--- src/rtl/ring_dma_pkg.sv ---
package ring_dma_pkg;
  typedef enum logic [1:0] {ST_IDLE, ST_FETCH, ST_XFER} seq_state_t;
  localparam int WORD_BITS = 32;
  localparam int FLG_HOST  = 0;
  localparam int FLG_TC    = 2;
  localparam int FLG_L2H   = 3;
  localparam int DESC_WORDS = 4;
  localparam logic [1:0] SLOT_DST  = 2'd0;
  localparam logic [1:0] SLOT_SIZE = 2'd2;
  localparam logic [1:0] SLOT_NEXT = 2'd3;
endpackage

--- src/rtl/ring_dma_ptr_chk.sv ---
module ring_dma_ptr_chk
  import ring_dma_pkg::*;
(
  input  logic [WORD_BITS-1:0] ptr,
  output logic                 ptr_ok
);
  assign ptr_ok = ptr[FLG_HOST] & ptr[FLG_L2H];
endmodule

--- src/rtl/ring_dma_size_chk.sv ---
module ring_dma_size_chk
  import ring_dma_pkg::*;
#(
  parameter int MAX_XFER_BYTES = 65536
) (
  input  logic [WORD_BITS-1:0] size,
  output logic                 size_ok
);
  assign size_ok = (size != '0) && (size[1:0] == 2'b00) &&
                   (size <= WORD_BITS'(MAX_XFER_BYTES));
endmodule

--- src/rtl/ring_dma_csr.sv ---
module ring_dma_csr
  import ring_dma_pkg::*;
(
  input  logic                 clk,
  input  logic                 rst,
  input  logic                 ctl_wr,
  input  logic                 ctl_enable,
  input  logic                 ctl_start,
  input  logic                 ctl_clear_irq,
  input  logic                 ptr_wr,
  input  logic [WORD_BITS-1:0] ptr_wdata,
  input  logic                 irq_evt,
  input  logic                 err_evt,
  output logic                 enable_q,
  output logic                 start_pulse,
  output logic                 irq_q,
  output logic                 err_q,
  output logic [WORD_BITS-1:0] ptr_q
);
  assign start_pulse = ctl_wr & ctl_enable & ctl_start;

  always_ff @(posedge clk) begin
    if (rst) begin
      enable_q <= 1'b0;
      irq_q    <= 1'b0;
      err_q    <= 1'b0;
      ptr_q    <= '0;
    end else begin
      if (ctl_wr) enable_q <= ctl_enable;
      if (ptr_wr) ptr_q <= ptr_wdata;
      // a completion in the same cycle as an acknowledge keeps the flag
      if (irq_evt)                         irq_q <= 1'b1;
      else if (ctl_wr && ctl_clear_irq)    irq_q <= 1'b0;
      if (err_evt)          err_q <= 1'b1;
      else if (start_pulse) err_q <= 1'b0;
    end
  end
endmodule

--- src/rtl/ring_dma_seq.sv ---
module ring_dma_seq
  import ring_dma_pkg::*;
#(
  parameter int MAX_XFER_BYTES = 65536
) (
  input  logic                 clk,
  input  logic                 rst,
  input  logic                 enable,
  input  logic                 start,
  input  logic [WORD_BITS-1:0] ptr_cfg,
  input  logic                 fifo_ready,
  input  logic [WORD_BITS-1:0] fifo_data,
  output logic                 fifo_rd,
  output logic                 mem_req,
  output logic                 mem_we,
  output logic [WORD_BITS-1:0] mem_addr,
  output logic [WORD_BITS-1:0] mem_wdata,
  input  logic                 mem_ack,
  input  logic [WORD_BITS-1:0] mem_rdata,
  output logic [WORD_BITS-1:0] cur_addr,
  output logic                 busy,
  output logic                 tc_evt,
  output logic                 irq_evt,
  output logic                 err_evt,
  output logic                 wr_mid
);
  localparam int RW = $clog2(MAX_XFER_BYTES) + 1;
  localparam int PW = WORD_BITS - 4;

  seq_state_t           state;
  logic [1:0]           slot;
  logic [PW-1:0]        dptr;
  logic [WORD_BITS-1:0] cur_q, size_q, nxt_q, wbuf;
  logic [RW-1:0]        rem_q;
  logic                 wpend;

  logic start_ptr_ok, next_ptr_ok, size_ok;
  logic fetch_ack, fetch_last, wr_ack, last_word, desc_bad;

  ring_dma_ptr_chk u_ptr_start (.ptr(ptr_cfg),   .ptr_ok(start_ptr_ok));
  ring_dma_ptr_chk u_ptr_next  (.ptr(mem_rdata), .ptr_ok(next_ptr_ok));
  ring_dma_size_chk #(.MAX_XFER_BYTES(MAX_XFER_BYTES)) u_size (
    .size(size_q), .size_ok(size_ok));

  assign fetch_ack  = (state == ST_FETCH) & mem_ack;
  assign fetch_last = fetch_ack & (slot == SLOT_NEXT);
  assign desc_bad   = ~(size_ok & next_ptr_ok);
  assign wr_ack     = (state == ST_XFER) & wpend & mem_ack;
  assign last_word  = (rem_q == RW'(4));

  assign fifo_rd = (state == ST_XFER) & enable & fifo_ready &
                   (~wpend | (wr_ack & ~last_word));
  assign tc_evt  = wr_ack & last_word;
  assign irq_evt = tc_evt & nxt_q[FLG_TC];
  assign wr_mid  = wr_ack & ~last_word;
  assign err_evt = (start & (state == ST_IDLE) & ~start_ptr_ok) |
                   (fetch_last & desc_bad);

  assign mem_req   = (state == ST_FETCH) | ((state == ST_XFER) & wpend);
  assign mem_we    = (state == ST_XFER);
  assign mem_addr  = (state == ST_FETCH) ? {dptr, slot, 2'b00} : cur_q;
  assign mem_wdata = wbuf;
  assign cur_addr  = cur_q;
  assign busy      = (state != ST_IDLE);

  always_ff @(posedge clk) begin
    if (rst) begin
      state  <= ST_IDLE;
      slot   <= '0;
      dptr   <= '0;
      cur_q  <= '0;
      size_q <= '0;
      nxt_q  <= '0;
      wbuf   <= '0;
      rem_q  <= '0;
      wpend  <= 1'b0;
    end else begin
      case (state)
        ST_IDLE: begin
          wpend <= 1'b0;
          if (start && start_ptr_ok) begin
            dptr  <= ptr_cfg[WORD_BITS-1:4];
            slot  <= '0;
            state <= ST_FETCH;
          end
        end
        ST_FETCH: begin
          if (mem_ack) begin
            case (slot)
              SLOT_DST:  cur_q  <= mem_rdata;
              SLOT_SIZE: size_q <= mem_rdata;
              SLOT_NEXT: nxt_q  <= mem_rdata;
              default: ;
            endcase
            slot <= slot + 2'd1;
            if (slot == SLOT_NEXT) begin
              if (desc_bad || !enable) state <= ST_IDLE;
              else begin
                rem_q <= size_q[RW-1:0];
                state <= ST_XFER;
              end
            end else if (!enable) begin
              state <= ST_IDLE;
            end
          end
        end
        ST_XFER: begin
          if (wr_ack) begin
            cur_q <= cur_q + WORD_BITS'(4);
            rem_q <= rem_q - RW'(4);
            wpend <= 1'b0;
            if (last_word) begin
              dptr  <= nxt_q[WORD_BITS-1:4];
              slot  <= '0;
              state <= enable ? ST_FETCH : ST_IDLE;
            end
          end else if (!wpend && !enable) begin
            state <= ST_IDLE;
          end
          if (fifo_rd) begin
            wbuf  <= fifo_data;
            wpend <= 1'b1;
          end
        end
        default: state <= ST_IDLE;
      endcase
    end
  end
endmodule

--- src/rtl/ring_dma_engine.sv ---
module ring_dma_engine
  import ring_dma_pkg::*;
#(
  parameter int MAX_XFER_BYTES = 65536
) (
  input  logic        clk,
  input  logic        rst,
  input  logic        ctl_wr,
  input  logic        ctl_enable,
  input  logic        ctl_start,
  input  logic        ctl_clear_irq,
  input  logic        ptr_wr,
  input  logic [31:0] ptr_wdata,
  output logic        busy,
  output logic        irq,
  output logic        err,
  output logic [31:0] cur_addr,
  output logic        mem_req,
  output logic        mem_we,
  output logic [31:0] mem_addr,
  output logic [31:0] mem_wdata,
  input  logic        mem_ack,
  input  logic [31:0] mem_rdata,
  input  logic        fifo_ready,
  input  logic [31:0] fifo_data,
  output logic        fifo_rd
);
  logic enable_q, start_pulse, irq_evt, err_evt, tc_evt, wr_mid;
  logic [WORD_BITS-1:0] ptr_q;

  ring_dma_csr u_csr (
    .clk(clk), .rst(rst), .ctl_wr(ctl_wr), .ctl_enable(ctl_enable),
    .ctl_start(ctl_start), .ctl_clear_irq(ctl_clear_irq),
    .ptr_wr(ptr_wr), .ptr_wdata(ptr_wdata),
    .irq_evt(irq_evt), .err_evt(err_evt),
    .enable_q(enable_q), .start_pulse(start_pulse),
    .irq_q(irq), .err_q(err), .ptr_q(ptr_q));

  ring_dma_seq #(.MAX_XFER_BYTES(MAX_XFER_BYTES)) u_seq (
    .clk(clk), .rst(rst), .enable(enable_q), .start(start_pulse),
    .ptr_cfg(ptr_q), .fifo_ready(fifo_ready), .fifo_data(fifo_data),
    .fifo_rd(fifo_rd), .mem_req(mem_req), .mem_we(mem_we),
    .mem_addr(mem_addr), .mem_wdata(mem_wdata), .mem_ack(mem_ack),
    .mem_rdata(mem_rdata), .cur_addr(cur_addr), .busy(busy),
    .tc_evt(tc_evt), .irq_evt(irq_evt), .err_evt(err_evt), .wr_mid(wr_mid));
endmodule

--- config.mk ---
export PLATFORM = sky130hd
export DESIGN_NAME = ring_dma_engine
export DESIGN_NICKNAME = d
export VERILOG_FILES = /design/src/rtl/ring_dma_pkg.sv /design/src/rtl/ring_dma_ptr_chk.sv /design/src/rtl/ring_dma_size_chk.sv /design/src/rtl/ring_dma_csr.sv /design/src/rtl/ring_dma_seq.sv /design/src/rtl/ring_dma_engine.sv
export SDC_FILE = /design/constraint.sdc
export NUM_CORES = 1
export LEC_CHECK = 0
export BUFFER_PORTS_ARGS = -buffer_cell sky130_fd_sc_hd__buf_2
export CAP_MARGIN = 20
export CORE_AREA = 5 5 138 140
export DETAILED_ROUTE_END_ITERATION = 10
export DIE_AREA = 0 0 143 145
export GPL_ROUTABILITY_DRIVEN = 0
export PLACE_DENSITY = 0.8
export SETUP_SLACK_MARGIN = 0.02
export SLEW_MARGIN = 20
export SYNTH_ARGS = -nofsm -noshare
export SYNTH_HDL_FRONTEND = slang
export SYNTH_SLANG_ARGS = --single-unit
--- constraint.sdc ---
create_clock -name clk -period 2.8 [get_ports clk]
set_input_delay 0.28 -clock clk [delete_from_list [all_inputs] [get_ports clk]]
set_output_delay 0.28 -clock clk [all_outputs]
set_load 0.02 [all_outputs]
* After elaboration in Yosys (flattened, before gate mapping) *
Index checks and enable logic that the tools add are counted.

operators by class
  add/sub/neg operators = 3
  reductions and logical operators = 27
  multiplexer cells = 36
  $lt $le $gt $ge = 1
  eq/ne operators = 16
  bitwise operators = 25

operators with widths
  kind                     count
  $mux W32                 4
  $mux W28                 3
  $mux W17                 4
  $pmux W32 S2             1
  $pmux W28 S2             1
  $pmux W17 S2             1
  $add A32 B3 Y32 const B  1
  $le A32 B17 Y1 const B   1
  $reduce_bool A32 Y1      1
  $mux W2                  12
  $and A1 B1 Y1            18
  $eq A17 B3 Y1 const B    1
  $sub A17 B3 Y17 const B  1
  $reduce_and A5 Y1        3
  $pmux W2 S3              2
  $ne A2 B2 Y1 const B     5
  $reduce_bool A2 Y1       5
  $reduce_and A4 Y1        2
  $mux W1                  7
  $eq A2 B2 Y1 const B     3
  $logic_not A2 Y1         3
  $ne A3 B1 Y1 const B     2
  $ne A3 B3 Y1 const B     2
  $reduce_and A3 Y1        2
  other kinds (11)         23

storage, ports and cells
  logic and storage cells = 121
  output and inout bits = 102
  register bits = 213

* Logic depth before layout (Yosys ltp) *
  depth in word-level cells = 10
  mapped depth = 11
  mapped depth without buffers = 8

* Hierarchy *
Synthesis repeated with hierarchy kept, for this count alone.

unflattened totals
  cell total of the unflattened synthesis = 1168
  area, all modules = 9780.6 um2

by module, submodules not included
  module             cells each  sequential area each (um2)  instances  area an instance (um2)
  ring_dma_seq       1037        3503.4                      1          8401.8
  ring_dma_csr       116         700.7                       1          1286.2
  ring_dma_size_chk  13          0.0                         1          80.1
  ring_dma_ptr_chk   1           0.0                         2          6.3

* Worst setup path after synthesis *
OpenSTA, ideal clock, no wires.

  kind = register to register
  from = reg u_seq.state[0]
  to = reg u_seq.rem_q[14]
  path slack = 645 ps
  arrival time = 2085 ps
  cell stages (with the launch flop) = 12
  path buffers = 3
  data required time = 2730 ps
  setup time = 70 ps
  period minus slack after synthesis = 2155 ps
  path through = dfxtp_1 -> inv_1 -> ha_1 -> buf_2 -> nand2b_1 -> a21oi_1 -> and4b_1 -> a31oi_1 -> buf_2 -> buf_4 -> o21ai_1 -> a21oi_1

between the ends
  word-level cells in the longest chain between the ends = 5

RTL lines
  what                                line                   text
  from (decl)                         ring_dma_seq.sv:30     seq_state_t state;
  from (signal assigned)              ring_dma_seq.sv:115    state <= enable ? ST_FETCH : ST_IDLE;
  $eq A2 B2 Y1 *                      --
  named net mem_we                    ring_dma_engine.sv:19  output logic mem_we,
  $and A1 B1 Y1 (2 in series)         ring_dma_seq.sv:48     assign wr_ack = (state == ST_XFER) & wpend & mem_ack;
  $ne A2 B1 Y1 (no source line)       --
  $reduce_and A5 Y1 (no source line)  --
  to (signal assigned)                ring_dma_seq.sv:99     rem_q <= size_q[RW-1:0];
  to (signal assigned)                ring_dma_seq.sv:110    rem_q <= rem_q - RW'(4);
  to (decl)                           ring_dma_seq.sv:34     logic [RW-1:0] rem_q;

The timed path passes the listed nets; every way through them passes the cells marked *.
A chain may end at the register's enable or synchronous reset.

* Worst setup path after layout *
  from = reg u_seq.state[1]
  to = out mem_addr[3]

between the ends
  word-level cells in the longest chain between the ends = 2

RTL lines
  what          line                   text
  $eq A2 B1 Y1  ring_dma_seq.sv:61     assign mem_addr = (state == ST_FETCH) ? {dptr, slot, 2'b00} : cur_q;
  $mux W32      ring_dma_seq.sv:61
  to (decl)     ring_dma_engine.sv:20  output logic [31:0] mem_addr,

Every way passes these cells.

==> flow_summary.yaml <==
global_routing:
  antenna_found_initial: 0
  grt_pass1_vias: 8081
  grt_pass1_wl_um: 40900
  grt_overflow: 0
  gr-usage-all-layers_pct: 23.3
  grt_max_degree: 104
synthesis:
  yosysTopAreaCellShare_pct: 43.5
  synthTopCellsByArea: "dfxtp_1 43%, mux2i_1 10%, nand2_1 7.1%"
  syn-num-nets: 1241
  syn_inst: 1126
  yosys_warnings: 0
  mappedNetlistArea_um2: 9570
  avgSynthCellArea_um2: 8.50
  synth_seq_cells: 208
  yosys.area.top_type: "dfxtp_1"
  yosysMostFrequentCell: "dfxtp_1"
  synth_common_cells: "208 x dfxtp_1, 181 x nand2_1, 128 x nor2_1, 116 x a21oi_1, 100 x mux2i_1"
  synth_top_flop_cell: "dfxtp_1"
  async_flop_share_pct: 0
  synth_edf_count: 0
  seq_area_frac_synth_pct: 43.5
  yosysUniqueCellTypes: 56
clocking:
  cts_tree: "built"
  cts.sinks: 208
  clock_path_buffers: 3
  clkTransAtPathRegs_ns: 0.06
  clock-root-buffer: "clkbuf_16"
  cts_inserted_buffers: 23
  clkLatencyLatePin_ns: 0.51
  cts.htree.levels: 1
  cts_setup_buffers: 0
timing:
  rsz0062_at_grt: "false"
  fin_worst_skew_ns: 0.0151
  tightest_slew_ns: 0.985
  timing.final.crit_share_pct: 95.6
  slew_violations: 0
  max_freq_mhz: 373
  slew-limit-headroom_pct: 34.3
  min_period_ns: 2.68
  hold_viol_final: 0
  setup_violations: 0
  setup_tns_ns: 0
floorplan:
  rows: 49
  fp.dieW_um: 143
  die_height_um: 145
  die_area_um2: 20700
  start_util_pct: 54.0
  io_pins: 207
  coreArea_um2: 17700
drt:
  routed_wl_um: 25700
  drt_pass1_iterations: 5
  drtIter0Drc: 560
  antenna_left: 0
  vias: 8670
  routedWlPerCell_um: 16.7
  avgViaCountPerCell: 5.65
  drc: 0
hold_path:
  hp-class: "in2reg"
setup_path:
  crit_path_top_delay_cell: "buf_4"
  worstPathCellList: "inv_1, ha_2, buf_4, buf_4, mux2_2, buf_2"
  crit_path_max_incr_delay_ns: 0.41
  crit_required_ns: 2.52
  cp_max_fo: 25
  arrival_ns: 2.40
  cp-start-kind: "flop"
  cp-end-kind: "primary output"
  cpMostUsedCell: "buf_4"
  path_class: "reg2out"
final_layout:
  diodes: 0
  nets: 1406
  layout-drive-gt1-share_pct: 25.3
  syn2layout_area_growth_pct: 20.6
  final_util_pct: 65.2
power:
  power_density_nw_per_um2: 577
  ir_drop_v: 0.000575
  leakage_nw: 4.85
outcome:
  status: "complete, no violations"
place:
  portBuffers: 204
  dp_hpwl_um: 17500
flow_run:
  maxCapViolCount: 0
-- metal layers --
layer	GRT usage (%)	up-vias	wire length (um)
met1	30.9	4029	10900
li1	-	4245	-
met4	6.56	0	691
met2	38.8	349	12200
met3	4.34	47	1900
met5	0	-	0
-- worst max-delay path, delay by kind of cell (launching register included) --
family | cells | cell delay [ns]
multiplexers | 1 | 0.38
flip-flops | 1 | 0.35
adder cells (fa/ha/maj) | 1 | 0.18
buffers and inverters | 4 | 0.97
-- logic make-up (layout without fill, tap and decap cells) --
| kind of cell | Yosys count | count (layout) | share of synthesized area [%] |
|---|---|---|---|
| mux | 158 | 158 | 17.3 |
| simple gates | 426 | 426 | 19.9 |
| buf+inv | 101 | 279 | 4.53 |
| compound gates | 222 | 223 | 13.4 |
| xor+xnor | 1 | 1 | 0.0915 |
| flops | 208 | 208 | 43.5 |
| fa+ha+maj | 10 | 10 | 1.31 |
-- area by class of cell --
class	count	area, um^2
well taps	229	287
repair buffers	224	1250
flip-flops and latches	208	4160
inverters	16	60.1
clock buffers	33	663
multi-input cells	818	5040
clock inverters	6	83.8
fillers	1440	6170
-- sequential cells by signal, summed over array words and instances (netlist names) --
signal           flops
u_seq.state          2
u_csr.enable_q       1
u_seq.cur_addr      32
u_seq.size_q        32
u_seq.wpend          1
u_csr.irq_q          1
u_seq.mem_wdata     32
u_seq.nxt_q         29
u_csr.ptr_q         30
u_seq.slot           2
u_seq.dptr          28
u_seq.rem_q         17
u_csr.err_q          1
-- layout by cell type (no fill, tap or decap), types with 14 or more instances in the layout --
master and n:
buf_4 14, a21oi_1 116, clkbuf_16 23, nor2_1 128, mux2_2 57, inv_1 16, mux2i_1 100, o21ai_0 30
nand3_1 30, a211oi_1 14, nand2_1 181, dfxtp_1 208, buf_2 203
-- metrics by stage --
stage	cells	worst slack (ns)	total power [W]	cell area [um^2]	hold slack, ns
after detailed placement	1494	0.225	0.00375	10800	0.446
after CTS	1534	0.117	0.00672	11500	0.000965
after floorplan	1126	0.645	0.00351	9570	0.416
final	1534	0.122	0.00666	11600	0.00998
after global routing	1534	0.0263	0.00688	11600	0.0250
after global placement	1494	0.296	0.00374	10800	0.438
-- worst paths after layout --
| check | cells past startpoint | slack, ns | end | start |
|---|---|---|---|---|
| worst max register to register | 7 | 0.41 | u_seq.cur_addr[30] | u_seq.cur_addr[3] |
| worst min register to register | 2 | 0.45 | u_seq.nxt_q[19] | u_seq.nxt_q[19] |
| worst max-delay path | 6 | 0.12 | mem_addr[3] | u_seq.state[1] |
| worst min-delay path | 3 | 0.01 | u_csr.ptr_q[20] | ptr_wdata[20] |
-- power breakdown --
group | internal [W] | switching [W]
clock | 0.00182 | 0.00115
sequential | 0.00302 | 0.0000545
combinational | 0.000258 | 0.000363
total | 0.00510 | 0.00157
-- repair_timing --
item,in CTS,in global routing
pin swaps,1,0
resized for setup,0,1
endpoints found under the setup margin,1,1
gates cloned,1,0
hold buffers,0,0
No activity file was read; power rests on OpenSTA's default activity.
